--- src/rtl/sha512_sched_pkg.sv ---
package sha512_sched_pkg;
  localparam int WORD_W = 64;
  localparam int LANES  = 4;
  localparam int HALF   = LANES / 2;
  localparam int VEC_W  = WORD_W * LANES;

  typedef enum logic {
    OP_PARTIAL = 1'b0,
    OP_FINISH  = 1'b1
  } sched_op_e;

  function automatic logic [WORD_W-1:0] rotr(input logic [WORD_W-1:0] x, input int n);
    return (x >> n) | (x << (WORD_W - n));
  endfunction

  function automatic logic [WORD_W-1:0] small_sig0(input logic [WORD_W-1:0] x);
    return rotr(x, 1) ^ rotr(x, 8) ^ (x >> 7);
  endfunction

  function automatic logic [WORD_W-1:0] small_sig1(input logic [WORD_W-1:0] x);
    return rotr(x, 19) ^ rotr(x, 61) ^ (x >> 6);
  endfunction
endpackage

--- src/rtl/sched_sigma_add.sv ---
module sched_sigma_add
  import sha512_sched_pkg::*;
#(
  parameter bit USE_SIG1 = 1'b0
) (
  input  logic [WORD_W-1:0] base,
  input  logic [WORD_W-1:0] src,
  output logic [WORD_W-1:0] sum
);
  logic [WORD_W-1:0] mixed;

  generate
    if (USE_SIG1) begin : g_sig1
      assign mixed = small_sig1(src);
    end else begin : g_sig0
      assign mixed = small_sig0(src);
    end
  endgenerate

  // modulo 2^WORD_W by truncation of the sum
  assign sum = base + mixed;
endmodule

--- src/rtl/sched_partial_lanes.sv ---
module sched_partial_lanes
  import sha512_sched_pkg::*;
(
  input  logic [VEC_W-1:0]  opa,
  input  logic [WORD_W-1:0] next_word,
  output logic [VEC_W-1:0]  res
);
  genvar i;
  generate
    for (i = 0; i < LANES; i++) begin : g_lane
      logic [WORD_W-1:0] succ;
      if (i == LANES - 1) begin : g_last
        assign succ = next_word;
      end else begin : g_mid
        assign succ = opa[(i+1)*WORD_W +: WORD_W];
      end
      sched_sigma_add #(.USE_SIG1(1'b0)) u_add (
        .base (opa[i*WORD_W +: WORD_W]),
        .src  (succ),
        .sum  (res[i*WORD_W +: WORD_W])
      );
    end
  endgenerate
endmodule

--- src/rtl/sched_finish_front.sv ---
module sched_finish_front
  import sha512_sched_pkg::*;
(
  input  logic [VEC_W-1:0] opa,
  input  logic [VEC_W-1:0] opb,
  output logic [VEC_W-1:0] mid
);
  genvar i;
  generate
    for (i = 0; i < HALF; i++) begin : g_lo
      sched_sigma_add #(.USE_SIG1(1'b1)) u_add (
        .base (opa[i*WORD_W +: WORD_W]),
        .src  (opb[(i+HALF)*WORD_W +: WORD_W]),
        .sum  (mid[i*WORD_W +: WORD_W])
      );
    end
    for (i = HALF; i < LANES; i++) begin : g_hi
      assign mid[i*WORD_W +: WORD_W] = opa[i*WORD_W +: WORD_W];
    end
  endgenerate
endmodule

--- src/rtl/sched_finish_back.sv ---
module sched_finish_back
  import sha512_sched_pkg::*;
(
  input  logic [VEC_W-1:0] mid,
  output logic [VEC_W-1:0] res
);
  genvar i;
  generate
    for (i = 0; i < HALF; i++) begin : g_lo
      assign res[i*WORD_W +: WORD_W] = mid[i*WORD_W +: WORD_W];
    end
    for (i = HALF; i < LANES; i++) begin : g_hi
      sched_sigma_add #(.USE_SIG1(1'b1)) u_add (
        .base (mid[i*WORD_W +: WORD_W]),
        .src  (mid[(i-HALF)*WORD_W +: WORD_W]),
        .sum  (res[i*WORD_W +: WORD_W])
      );
    end
  endgenerate
endmodule

--- src/rtl/sha512_sched_unit.sv ---
module sha512_sched_unit
  import sha512_sched_pkg::*;
(
  input  logic             clk,
  input  logic             rst,
  input  logic             in_valid,
  output logic             in_ready,
  input  logic             in_op,
  input  logic [VEC_W-1:0] in_a,
  input  logic [VEC_W-1:0] in_b,
  output logic             out_valid,
  input  logic             out_ready,
  output logic [VEC_W-1:0] out_data
);
  logic [VEC_W-1:0] part_res, front_mid, back_res, s1_next;
  logic             s1_v, s2_v;
  sched_op_e        s1_op;
  logic [VEC_W-1:0] s1_d, s2_d, s2_next;
  logic             fire_out, s2_free, s2_take, s1_leave, s1_free;

  sched_partial_lanes u_part (
    .opa       (in_a),
    .next_word (in_b[WORD_W-1:0]),
    .res       (part_res)
  );

  sched_finish_front u_front (
    .opa (in_a),
    .opb (in_b),
    .mid (front_mid)
  );

  sched_finish_back u_back (
    .mid (s1_d),
    .res (back_res)
  );

  assign s1_next = (in_op == OP_FINISH) ? front_mid : part_res;
  assign s2_next = (s1_op == OP_FINISH) ? back_res : s1_d;

  // Output: second stage has priority (older); a partial result may exit from stage one
  assign out_valid = s2_v | (s1_v & (s1_op == OP_PARTIAL));
  assign out_data  = s2_v ? s2_d : s1_d;
  assign fire_out  = out_valid & out_ready;

  assign s2_free  = ~s2_v | fire_out;
  assign s2_take  = s1_v & ((s1_op == OP_FINISH) | s2_v);
  assign s1_leave = s1_v & (s2_take ? s2_free : fire_out);
  assign s1_free  = ~s1_v | s1_leave;
  assign in_ready = s1_free;

  always_ff @(posedge clk) begin
    if (rst) begin
      s1_v <= 1'b0;
    end else if (s1_free) begin
      s1_v <= in_valid;
    end
  end

  always_ff @(posedge clk) begin
    if (s1_free && in_valid) begin
      s1_op <= sched_op_e'(in_op);
      s1_d  <= s1_next;
    end
  end

  always_ff @(posedge clk) begin
    if (rst) begin
      s2_v <= 1'b0;
    end else if (s2_free) begin
      s2_v <= s2_take;
    end
  end

  always_ff @(posedge clk) begin
    if (s2_free && s2_take) begin
      s2_d <= s2_next;
    end
  end


  reset_clear_chk: assert property (@(posedge clk) rst |=> (!out_valid && in_ready));


  out_hold_chk: assert property (@(posedge clk) disable iff (rst)
    (out_valid && !out_ready) |=> (out_valid && $stable(out_data)));


  full_stall_chk: assert property (@(posedge clk) disable iff (rst)
    (s1_v && s2_v && !out_ready) |-> !in_ready);


  partial_lat_chk: assert property (@(posedge clk) disable iff (rst)
    (in_valid && in_ready && in_op == OP_PARTIAL && !s1_v && !s2_v) |=> out_valid);


  finish_lat_chk: assert property (@(posedge clk) disable iff (rst)
    (in_valid && in_ready && in_op == OP_FINISH && !s1_v && !s2_v) |=> (!out_valid ##1 out_valid));


  no_bubble_chk: assert property (@(posedge clk) disable iff (rst)
    out_ready |-> in_ready);
endmodule

--- config.mk ---
export PLATFORM = sky130hd
export DESIGN_NAME = sha512_sched_unit
export DESIGN_NICKNAME = d
export VERILOG_FILES = /design/src/rtl/sha512_sched_pkg.sv /design/src/rtl/sched_sigma_add.sv /design/src/rtl/sched_partial_lanes.sv /design/src/rtl/sched_finish_front.sv /design/src/rtl/sched_finish_back.sv /design/src/rtl/sha512_sched_unit.sv
export SDC_FILE = /design/constraint.sdc
export NUM_CORES = 2
export LEC_CHECK = 0
export BUFFER_PORTS_ARGS = -buffer_cell sky130_fd_sc_hd__buf_2
export CORE_MARGIN = 1
export CORE_UTILIZATION = 55
export CTS_BUF_LIST = sky130_fd_sc_hd__clkbuf_8
export CTS_CLUSTER_DIAMETER = 200
export CTS_CLUSTER_SIZE = 20
export DETAILED_ROUTE_END_ITERATION = 10
export PLACE_DENSITY = 0.87
export SLEW_MARGIN = 10
export SYNTH_ARGS = -nofsm -noshare
export SYNTH_HDL_FRONTEND = slang
export SYNTH_SLANG_ARGS = --single-unit
--- constraint.sdc ---
create_clock -name clk -period 62.6 [get_ports clk]
set_clock_uncertainty 0.15 [all_clocks]
set_input_delay 3.13 -clock clk [delete_from_list [all_inputs] [get_ports clk]]
set_output_delay 3.13 -clock clk [all_outputs]
set_load 0.05 [all_outputs]
==> results by group <==
Setup path
  • Arrival time at the worst endpoint: 8.79 ns
  • Critical Path RT: 62.94 ns
  • Worst Setup Start Kind: input pin
  • Chain of cells forming the critical path: buf_8 -> buf_4 -> buf_4 -> o21ai_0 -> ha_1 -> nand4_1 -> nor3_1 -> nand4_1 -> or4_1 -> o221ai_1 -> nand2_1 -> o21ai_1 -> nor4_1 -> nor3_1
  • R2R setup slack: between 50 and 60 ns
  • Critical-path maximum fanout: 111
  • Delay contributed by the slowest stage of the critical path: roughly 0.79 ns
  • CP Class: in -> reg
  • Max stage delay cell, worst path: sky130_fd_sc_hd__buf_4
  • Kind of end point of the critical path: flip-flop

Clock network
  • Root Driver: sky130_fd_sc_hd__clkbuf_8
  • Number of clock sinks seen by CTS: between 500 and 600
  • Post-CTS sizing: 0
  • Clk Latency, worst-skew pair: between 0.7 and 0.8 ns
  • CTS tree: yes
  • Inserted Clock Buffers: 29
  • Clock Path Buffers: 3
  • CTS Hold Bufs: 0
  • Clock-pin transition on the worst setup and hold timing paths: 0.14 ns
  • Post-CTS setup buffer count: 0
  • CTS HTree Levels: 1

Pwr
  • Combinational group share of total power: between 60% and 70%
  • Static Leakage: between 20 and 25 nW
  • Worst voltage drop across the vdd grid: around 0.000022 V
  • Sequential Power Share: 24.2%
  • Switch Pwr: between 1 and 1.5 mW
  • Switching Fraction: a little over half
  • Internal power summed over all cells: roughly 1.1 mW
  • Proportion of power drawn by the clock network: under 10%
  • Power consumption: approximately 2.4 mW
  • Power density over the cells: roughly 40 nW/um^2

GRT
  • Number of antenna violations at the first check in global routing: 37
  • Wire length of the first global-routing pass: 320000 um
  • Tot GR Track Use: between 40% and 50%
  • Pin count of the biggest net entering global routing: 191
  • Via count of the first global-routing pass: 46600
  • Grt ovf: 0

Place
  • Routability cong.: between 1 and 1.5
  • Dpl cell area: about 60000 sq um
  • Number of port buffers: 710
  • Post-detailed-placement half-perimeter wirelength: between 150000 and 200000 um

Synth
  • Top-count cell post-synth: sky130_fd_sc_hd__xnor2_1
  • Sequential fraction of the synthesis area: between 20% and 30%
  • Leading register cell type out of synthesis: sky130_fd_sc_hd__edfxtp_1
  • Synth area leaders: sky130_fd_sc_hd__edfxtp_1 (29%), sky130_fd_sc_hd__xnor2_1 (17%), sky130_fd_sc_hd__ha_1 (9.6%), sky130_fd_sc_hd__mux2_2 (7.6%), sky130_fd_sc_hd__xor2_1 (4.8%)
  • Async set or reset register ratio after synthesis: 0%
  • FF+latch count, synth: ~520
  • Largest area contributor in the netlist: sky130_fd_sc_hd__edfxtp_1
  • Syn Std Cell Area: around 54000 sq um
  • Count of unique library cells instantiated by Yosys: 86
  • Syn Area/Cell: just over 9 sq um
  • EDFF count, synth: ~500
  • Gate Count Post-Synth: about 5900
  • Top cell type's share of synthesized area: 28.6%
  • Synth Warn #: 0
  • Synthesized netlist net count: ~7000
  • Top post-synthesis cells by count: sky130_fd_sc_hd__xnor2_1 (1015), sky130_fd_sc_hd__nand2_1 (614), sky130_fd_sc_hd__edfxtp_1 (513), sky130_fd_sc_hd__a21oi_1 (485), sky130_fd_sc_hd__o21ai_0 (442)

STA
  • Final setup violating endpoints: 0
  • RSZ-0062 raised after global routing: false
  • Total negative setup slack: 0 ns
  • Worst hold slack after final layout: 0.412 ns
  • Slew at the pin closest to its max-slew limit: between 1.5 and 2 ns
  • Hold Fails Final Rpt: 0
  • Headroom to the max-slew limit: -3.48%
  • Fin crit period: about 8.4 ns
  • Fmax: 118 MHz
  • Number of pins with negative max-slew slack in the final report: 2
  • Final period util: between 10% and 20%

Status
  • Status: finished, violations left
  • Violated checks: design-rule violations, max-capacitance violations, max-slew violations

Floorplan
  • Core Area: ~97000 sq um
  • Num ports: 775
  • Initial Util: between 50% and 60%
  • Chip Width: around 310 um
  • Placement row count: between 100 and 150
  • Die Height: 315 um
  • Die area: ~100000 sq um

Layout
  • Fraction of layout cells with a size suffix above 1: around 18%
  • Number of filler instances in the final layout: roughly 8400
  • Area of all placed cells without fillers: approximately 59000 sq um
  • Area Overhead vs Synth: 9.30%
  • Net count reported at finish: between 7000 and 8000
  • Storage element area: between 15000 and 20000 sq um
  • Utilization after layout: between 60% and 70%
  • Footprint of the multi-input gates: approximately 37000 sq um

Worst hold path
  • Worst hold path type: reg -> reg

Detailed routing
  • Wire length the detailed router placed on met1: 88600 um
  • Met3 wirelength from detailed routing: approximately 32000 um
  • Routed vias/inst: roughly 6.6
  • Routed met2 length: roughly 94000 um
  • First-pass iteration count of the detailed router: 9
  • Via Count: just over 50000
  • Final antenna-violating net count: 0
  • Total Wirelength: around 230000 um
  • Iter 0 DRT Violations: about 7600
  • Post-detailed-route wirelength per cell: 29.7 um
  • Uppermost routed layer: met5
  • DRC: 76

Run
  • Max-capacitance violation count: 1
power groups by stage:
stage               sequential [mW]  clock [mW]  combinational [mW]
floorplan                     0.533           0                1.15
global placement              0.567           0                1.56
detailed placement            0.571           0                1.57
CTS                           0.563       0.151                1.58
global route                  0.569       0.161                1.73
finish                        0.570       0.153                1.63
state kept, by name (all words and copies together) (netlist names):
| signal | count |
|---|---|
| s1_d | 256 |
| s1_op | 1 |
| s2_v | 1 |
| s1_v | 1 |
| s2_d | 256 |
area by class of cell:
cell class / instances / area share, %
Multi-Input combinational cell: 5036 / 63.0
Antenna cell: 13 / 0.0553
Clock inverter: 15 / 0.108
Inverter: 132 / 0.842
Clock buffer: 29 / 0.678
Sequential cell: 515 / 26.2
Timing Repair Buffer: 730 / 6.37
Tap cell: 1276 / 2.71
path summary, 6_finish.rpt:
check | start | to | cells past startpoint
setup / recovery | in_op | s1_d[127] | 14
hold / removal | s1_v | s2_v | 2
setup reg to reg | s1_d[70] | s2_d[251] | 13
hold reg to reg | s1_v | s2_v | 2
cells in the final DEF, fill, tap and decap left out, types with 31 or more instances in the layout:
cell and count:
sky130_fd_sc_hd__nand4_1 109, sky130_fd_sc_hd__a211oi_1 36, sky130_fd_sc_hd__mux2_2 364, sky130_fd_sc_hd__nor2_1 229
sky130_fd_sc_hd__xnor2_1 1015, sky130_fd_sc_hd__o21bai_1 100, sky130_fd_sc_hd__a31oi_1 38, sky130_fd_sc_hd__nand3_1 63
sky130_fd_sc_hd__buf_2 709, sky130_fd_sc_hd__nor2b_1 33, sky130_fd_sc_hd__o21a_1 42, sky130_fd_sc_hd__nand2b_1 42
sky130_fd_sc_hd__nand2_1 614, sky130_fd_sc_hd__ha_1 412, sky130_fd_sc_hd__xor2_1 297, sky130_fd_sc_hd__o21ai_0 441
sky130_fd_sc_hd__o31ai_1 31, sky130_fd_sc_hd__a21o_1 217, sky130_fd_sc_hd__edfxtp_1 513, sky130_fd_sc_hd__inv_1 144
sky130_fd_sc_hd__a21oi_1 485, sky130_fd_sc_hd__nor3_1 74
worst max-delay path: cells and delay by family:
kind / cells / cell delay (ns)
and+or+nand+nor: 7 / 1.78
buffers and inverters: 3 / 1.90
adders and majority gates: 1 / 0.60
AOI/OAI and AO/OA: 3 / 1.20
metrics by stage:
stage / instances / worst slack (ns)
2_1_floorplan: 5909 / 39.57
5_1_grt: 7742 / 53.67
3_3_place_gp: 7689 / 53.73
6_report: 7746 / 54.16
4_1_cts: 7733 / 54.38
3_5_place_dp: 7689 / 53.61
cells by family (layout without fill, tap and decap cells):
kind of cell / after synthesis / in the layout / synth area share (%)
buffers and inverters: 358 / 906 / 2.53
XOR/XNOR: 1312 / 1312 / 21.3
other: 0 / 13 / 0
AND/OR/NAND/NOR: 1294 / 1294 / 10.9
flip-flops: 515 / 515 / 28.7
adder cells (fa/ha/maj): 418 / 418 / 9.79
AO/OA/AOI/OAI: 1640 / 1640 / 19.0
multiplexers: 372 / 372 / 7.76
routing by layer:
layer | up-vias | GRT usage [%]
met4 | 16 | 24.3
met3 | 626 | 11.8
met5 | - | 0
met1 | 24200 | 59.9
li1 | 22500 | -
met2 | 3425 | 64.9
No activity file was read; power rests on OpenSTA's default activity.
